<file path="src/rtl/rmii_oob_pkg.sv">
package rmii_oob_pkg;
  typedef enum logic [1:0] {
    ST_IDLE  = 2'd0,
    ST_ACT   = 2'd1,
    ST_DRAIN = 2'd2
  } seq_st_e;

  localparam int unsigned DIBIT_W = 2;
  localparam int unsigned N_STAT  = 6;
  localparam int unsigned SEL_W   = 3;
endpackage

</file>
<file path="src/rtl/rmii_oob_stat_sel.sv">
module rmii_oob_stat_sel #(
  parameter int unsigned N_STAT = 6,
  parameter int unsigned SEL_W  = 3
) (
  input  logic [N_STAT-1:0] stat_i,
  input  logic [SEL_W-1:0]  sel_i,
  output logic              bit_o
);
  logic [N_STAT-1:0] hit;

  // codes at or beyond N_STAT hit nothing and give 0
  for (genvar i = 0; i < N_STAT; i++) begin : g_hit
    assign hit[i] = (sel_i == SEL_W'(i)) & stat_i[i];
  end

  assign bit_o = |hit;
endmodule

</file>
<file path="src/rtl/rmii_oob_seq.sv">
module rmii_oob_seq
  import rmii_oob_pkg::*;
(
  input  logic               clk_i,
  input  logic               rst_ni,
  input  logic               carrier_i,
  input  logic               fifo_empty_i,
  input  logic [DIBIT_W-1:0] fifo_data_i,
  input  logic [DIBIT_W-1:0] idle_val_i,
  output logic               fifo_rd_o,
  output logic               crs_dv_o,
  output logic [DIBIT_W-1:0] rxd_o,
  output seq_st_e            st_o
);
  seq_st_e            st_q, st_d;
  logic               crs_q, crs_d;
  logic [DIBIT_W-1:0] rxd_q, rxd_d;
  logic               rd;

  always_comb begin
    st_d  = st_q;
    crs_d = 1'b0;
    rxd_d = idle_val_i;
    rd    = 1'b0;
    unique case (st_q)
      ST_IDLE: begin
        if (carrier_i) begin
          st_d  = ST_ACT;
          crs_d = 1'b1;
          rxd_d = '0;
        end
      end
      ST_ACT: begin
        if (carrier_i) begin
          crs_d = 1'b1;
          rxd_d = '0;
          if (!fifo_empty_i) begin
            rd    = 1'b1;
            rxd_d = fifo_data_i;
          end
        end else if (!fifo_empty_i) begin
          // carrier gone, data still queued: start toggling low
          st_d  = ST_DRAIN;
          rd    = 1'b1;
          rxd_d = fifo_data_i;
        end else begin
          st_d = ST_IDLE;
        end
      end
      ST_DRAIN: begin
        if (!fifo_empty_i) begin
          rd    = 1'b1;
          rxd_d = fifo_data_i;
          crs_d = ~crs_q;
        end else begin
          st_d = ST_IDLE;
        end
      end
      default: st_d = ST_IDLE;
    endcase
  end

  always_ff @(posedge clk_i or negedge rst_ni) begin
    if (!rst_ni) begin
      st_q  <= ST_IDLE;
      crs_q <= 1'b0;
      rxd_q <= '0;
    end else begin
      st_q  <= st_d;
      crs_q <= crs_d;
      rxd_q <= rxd_d;
    end
  end

  assign fifo_rd_o = rd;
  assign crs_dv_o  = crs_q;
  assign rxd_o     = rxd_q;
  assign st_o      = st_q;
endmodule

</file>
<file path="src/rtl/rmii_rx_oob_ins.sv">
module rmii_rx_oob_ins
  import rmii_oob_pkg::*;
(
  input  logic               clk_i,
  input  logic               rst_ni,
  input  logic               carrier_i,
  input  logic               fifo_empty_i,
  input  logic [DIBIT_W-1:0] fifo_data_i,
  output logic               fifo_rd_o,
  input  logic [N_STAT-1:0]  status_i,
  input  logic [SEL_W-1:0]   sel1_i,
  input  logic [SEL_W-1:0]   sel0_i,
  input  logic               oob_en_i,
  input  logic               isolate_i,
  output logic               crs_dv_o,
  output logic [DIBIT_W-1:0] rxd_o
);
  logic [DIBIT_W-1:0][SEL_W-1:0] sel_pk;
  logic [DIBIT_W-1:0]            stat_bits;
  logic [DIBIT_W-1:0]            idle_val;
  logic                          oob_on;
  seq_st_e                       st_q;

  assign sel_pk = {sel1_i, sel0_i};

  for (genvar g = 0; g < DIBIT_W; g++) begin : g_lane
    rmii_oob_stat_sel #(
      .N_STAT(N_STAT),
      .SEL_W (SEL_W)
    ) u_sel (
      .stat_i(status_i),
      .sel_i (sel_pk[g]),
      .bit_o (stat_bits[g])
    );
  end

  assign oob_on   = oob_en_i & ~isolate_i;
  assign idle_val = oob_on ? stat_bits : '0;

  rmii_oob_seq u_seq (
    .clk_i       (clk_i),
    .rst_ni      (rst_ni),
    .carrier_i   (carrier_i),
    .fifo_empty_i(fifo_empty_i),
    .fifo_data_i (fifo_data_i),
    .idle_val_i  (idle_val),
    .fifo_rd_o   (fifo_rd_o),
    .crs_dv_o    (crs_dv_o),
    .rxd_o       (rxd_o),
    .st_o        (st_q)
  );
endmodule

</file>
<file path="config.mk">
export PLATFORM = sky130hd
export DESIGN_NAME = rmii_rx_oob_ins
export DESIGN_NICKNAME = d
export VERILOG_FILES = /design/src/rtl/rmii_oob_pkg.sv /design/src/rtl/rmii_oob_stat_sel.sv /design/src/rtl/rmii_oob_seq.sv /design/src/rtl/rmii_rx_oob_ins.sv
export SDC_FILE = /design/constraint.sdc
export NUM_CORES = 1
export LEC_CHECK = 0
export CAP_MARGIN = 20
export CORE_AREA = 3 3 40 42
export DETAILED_ROUTE_END_ITERATION = 8
export DIE_AREA = 0 0 43 45
export DONT_BUFFER_PORTS = 1
export REMOVE_ABC_BUFFERS = 1
export SYNTH_ARGS = -nofsm -noshare
export SYNTH_HDL_FRONTEND = slang
export SYNTH_SLANG_ARGS = --single-unit
</file>
<file path="constraint.sdc">
create_clock -name clk_i -period 3.84 [get_ports clk_i]
set_input_delay 0.192 -clock clk_i [delete_from_list [all_inputs] [get_ports clk_i]]
set_output_delay 0.192 -clock clk_i [all_outputs]
set_load 0.01 [all_outputs]
</file>
==> impl_results.md <==
* Met2 Use GR at 0.162
* Starting Density at 0.336
* Worst VDD drop at 0.000139 V
* First-pass GRT wire length at 1440 um
* Die area at 0.00194 sq mm
* P&R area growth vs syn at 12.8%
* Worst Reg-to-Reg Cells at 6
* Post-Route Skew at 0.00482 ns
* Die Span Y at 45 um
* Proportion of layout cells with a drive suffix above 1 at 0.0556
* Cells after Synth at 49
* Crit path max fanout at 5
* Setup Total Neg Slack at 0 ns
* P_int at 158 uW
* CP arrival at 1.24 ns
* # rows at 13
* Slowest CP cell: dfrtp_1
* Residual DRC at 0
* MaxCap Viol Count at 0
* Final setup viols at 0
* Worst Max-Slew Pin Slew at 0.246 ns
* Max Clk Rate at 698 MHz
* Register area share after synthesis at 0.290
* Total grt overflow at 0
* Switching Fraction at 0.380
* Tot GR Track Use at 0.105
* Yosys top cell by area: dfrtp_1
* Buf+Inv Stages, Crit Path at 1
* Clk buf depth at 2
* Number of routed nets with antenna violations at 0
* Compound-cell area share of the yosys netlist at 0.151
* Clk_lat worst skew at 0.25 ns
* Leak at 0.217 nW
* Crit path depth at 3
* Busiest grt layer: met2
* Slowest cell delay on critical path at 0.42 ns
* GR Util met1 at 0.112
* Most frequent cells in the layout: o21ai_0 (6), mux2i_1 (6), nor3b_1 (5), dfrtp_1 (5)
* Final count of hold timing violations at 0
* Multi-input gate area at 299 sq um
* CP Launch Type: flop
* Total core area at 0.00128 sq mm
* Routed WL at 944 um
* Number of global-route vias before repair at 375
* Final nets at 79
* DR WL/cell at 13.7 um
* PortBufs at 0
* GP Congestion at 0.745
* Synth top area share at 0.290
* Logic pwr share at 0.391
* Synth area leaders: dfrtp_1 (29%), mux2i_1 (14%), ha_1 (12%)
* Max Slew Vio Count at 0
* CTS Sinks at 5
* Register bit total from synthesis at 5
* Post-DP HPWL at 787 um
* Drt via density at 5.39
* Fillers at 145
* Mean Syn Cell Area at 8.81 sq um
* Final Core Density at 0.379
* Net Sw Power at 96.4 uW
* Pwr Density at 522 mW/mm^2
* Kind of critical path: reg2out
* Clock Power Share at 0.252
* GR Util met3 at 0.0518
* Yosys warns at 0
* H-tree depth at 1
* Register share of total power at 0.357
* Final period util at 0.373
* Mapped cell area at 432 sq um
* N_diodes at 0
* Vias at 372
* Setup crit end kind: output port
* Largest family of logic cells by synthesized area: simple AND/OR/NAND/NOR gates
* Critical Path RT at 3.65 ns
* Cts repair resizes at 0
* Synth unique cells at 16
* Flip-flop and latch area at 125 sq um
* Clock slew at reported path FFs at 0.05 ns
* Post-route minimum period at 1.43 ns
* Cell-by-cell trace of the critical path: inv_1, ha_1, nor2b_1
* IO Count at 24
* Simple-Gate Fraction of Synth Area at 0.287
* Adder-cell area share of the yosys netlist at 0.116
* Mux contribution to synthesized area at 0.139
* Initial antenna violation count at 0
* Slew headroom at 0.834
* Synth Area in XOR/XNOR at 0
* First-pass iteration count of the detailed router at 4
* Die X at 43 um
* RSZ-0062 raised after global routing: false
* Initial DRC count at 4
* TritonCTS clock tree: done
* Clock root buffer: clkbuf_4
* Hold Path Class: in2reg
* Num CTS Buffers at 3
* Largest net degree at the start of global routing at 6
* Cell family with most CP delay: flip-flops
* Run status: finished clean
* Depth of the worst hold-timing path at 1
-- cell type report --
class                   instances  area share
multi-input cells              42       0.614
flip-flops and latches          5       0.257
clock buffers                   4      0.0540
well taps                      15      0.0386
repair buffers                  1      0.0206
inverters                       2      0.0154
-- synthesized netlist by cell type --
cell and instances:
a21oi_1 2, a22o_1 2, a22oi_1 1, and2_1 1
dfrtp_1 5, ha_1 4, inv_1 2, mux2i_1 6
nand2_1 1, nand2b_1 2, nor2_1 3, nor2b_1 4
nor3_1 3, nor3b_1 5, o21ai_0 6, or3_1 2
-- worst paths after layout --
path,from,endpoint,slack [ns]
hold reg to reg,u_seq.st_o[1],u_seq.st_o[1],0.60
hold / removal,fifo_empty_i,u_seq.st_o[1],0.06
setup reg to reg,u_seq.st_o[1],u_seq.rxd_o[0],2.42
setup / recovery,u_seq.st_o[0],fifo_rd_o,2.41
max in group asynchronous,rst_ni,u_seq.st_o[0],3.40
min in group asynchronous,rst_ni,u_seq.st_o[1],0.24
-- registers in the layout, indices dropped and copies added, names as in the netlist --
register	cells
u_seq.rxd_o	2
u_seq.st_o	2
u_seq.crs_dv_o	1
-- cells by family after synthesis --
logic type                 Yosys count
muxes                                6
and+or+nand+nor                     21
buffers and inverters                2
adders and majority gates            4
DFF                                  5
AOI/OAI and AO/OA                   11
-- metrics by stage --
| step | total power [mW] | cell area [sq um] | hold WS, ns | cells | setup WS, ns |
|---|---|---|---|---|---|
| finish | 0.254 | 487 | 0.0578 | 69 | 2.41 |
| global route | 0.279 | 487 | 0.0538 | 69 | 2.26 |
| CTS | 0.258 | 487 | 0.0573 | 69 | 2.39 |
| detailed placement | 0.189 | 450 | -0.103 | 64 | 2.44 |
| global placement | 0.186 | 450 | -0.103 | 64 | 2.48 |
| floorplan | 0.169 | 432 | -0.104 | 49 | 2.55 |
-- power groups by stage --
| stage | registers (mW) | logic, mW | clock network, mW |
|---|---|---|---|
| 3_5_place_dp | 0.0912 | 0.0979 | 0 |
| 4_1_cts | 0.0908 | 0.0998 | 0.0671 |
| 5_1_grt | 0.0933 | 0.115 | 0.0710 |
| 2_1_floorplan | 0.0868 | 0.0822 | 0 |
| 6_report | 0.0907 | 0.0992 | 0.0640 |
| 3_3_place_gp | 0.0900 | 0.0964 | 0 |
-- repair_timing --
item,4_1_cts,5_1_grt
buffers inserted,0,0
endpoints found under the hold margin,5,0
hold buffers,1,0
-- routing by layer --
metal | wire length (um) | vias up | part of all wire
li1 | - | 187 | -
met1 | 391 | 176 | 0.41
met2 | 498 | 7 | 0.53
met3 | 48 | 2 | 0.051
met4 | 5 | 0 | 0.0053
met5 | 0 | - | 0
Power figures use the tool's default switching activity.
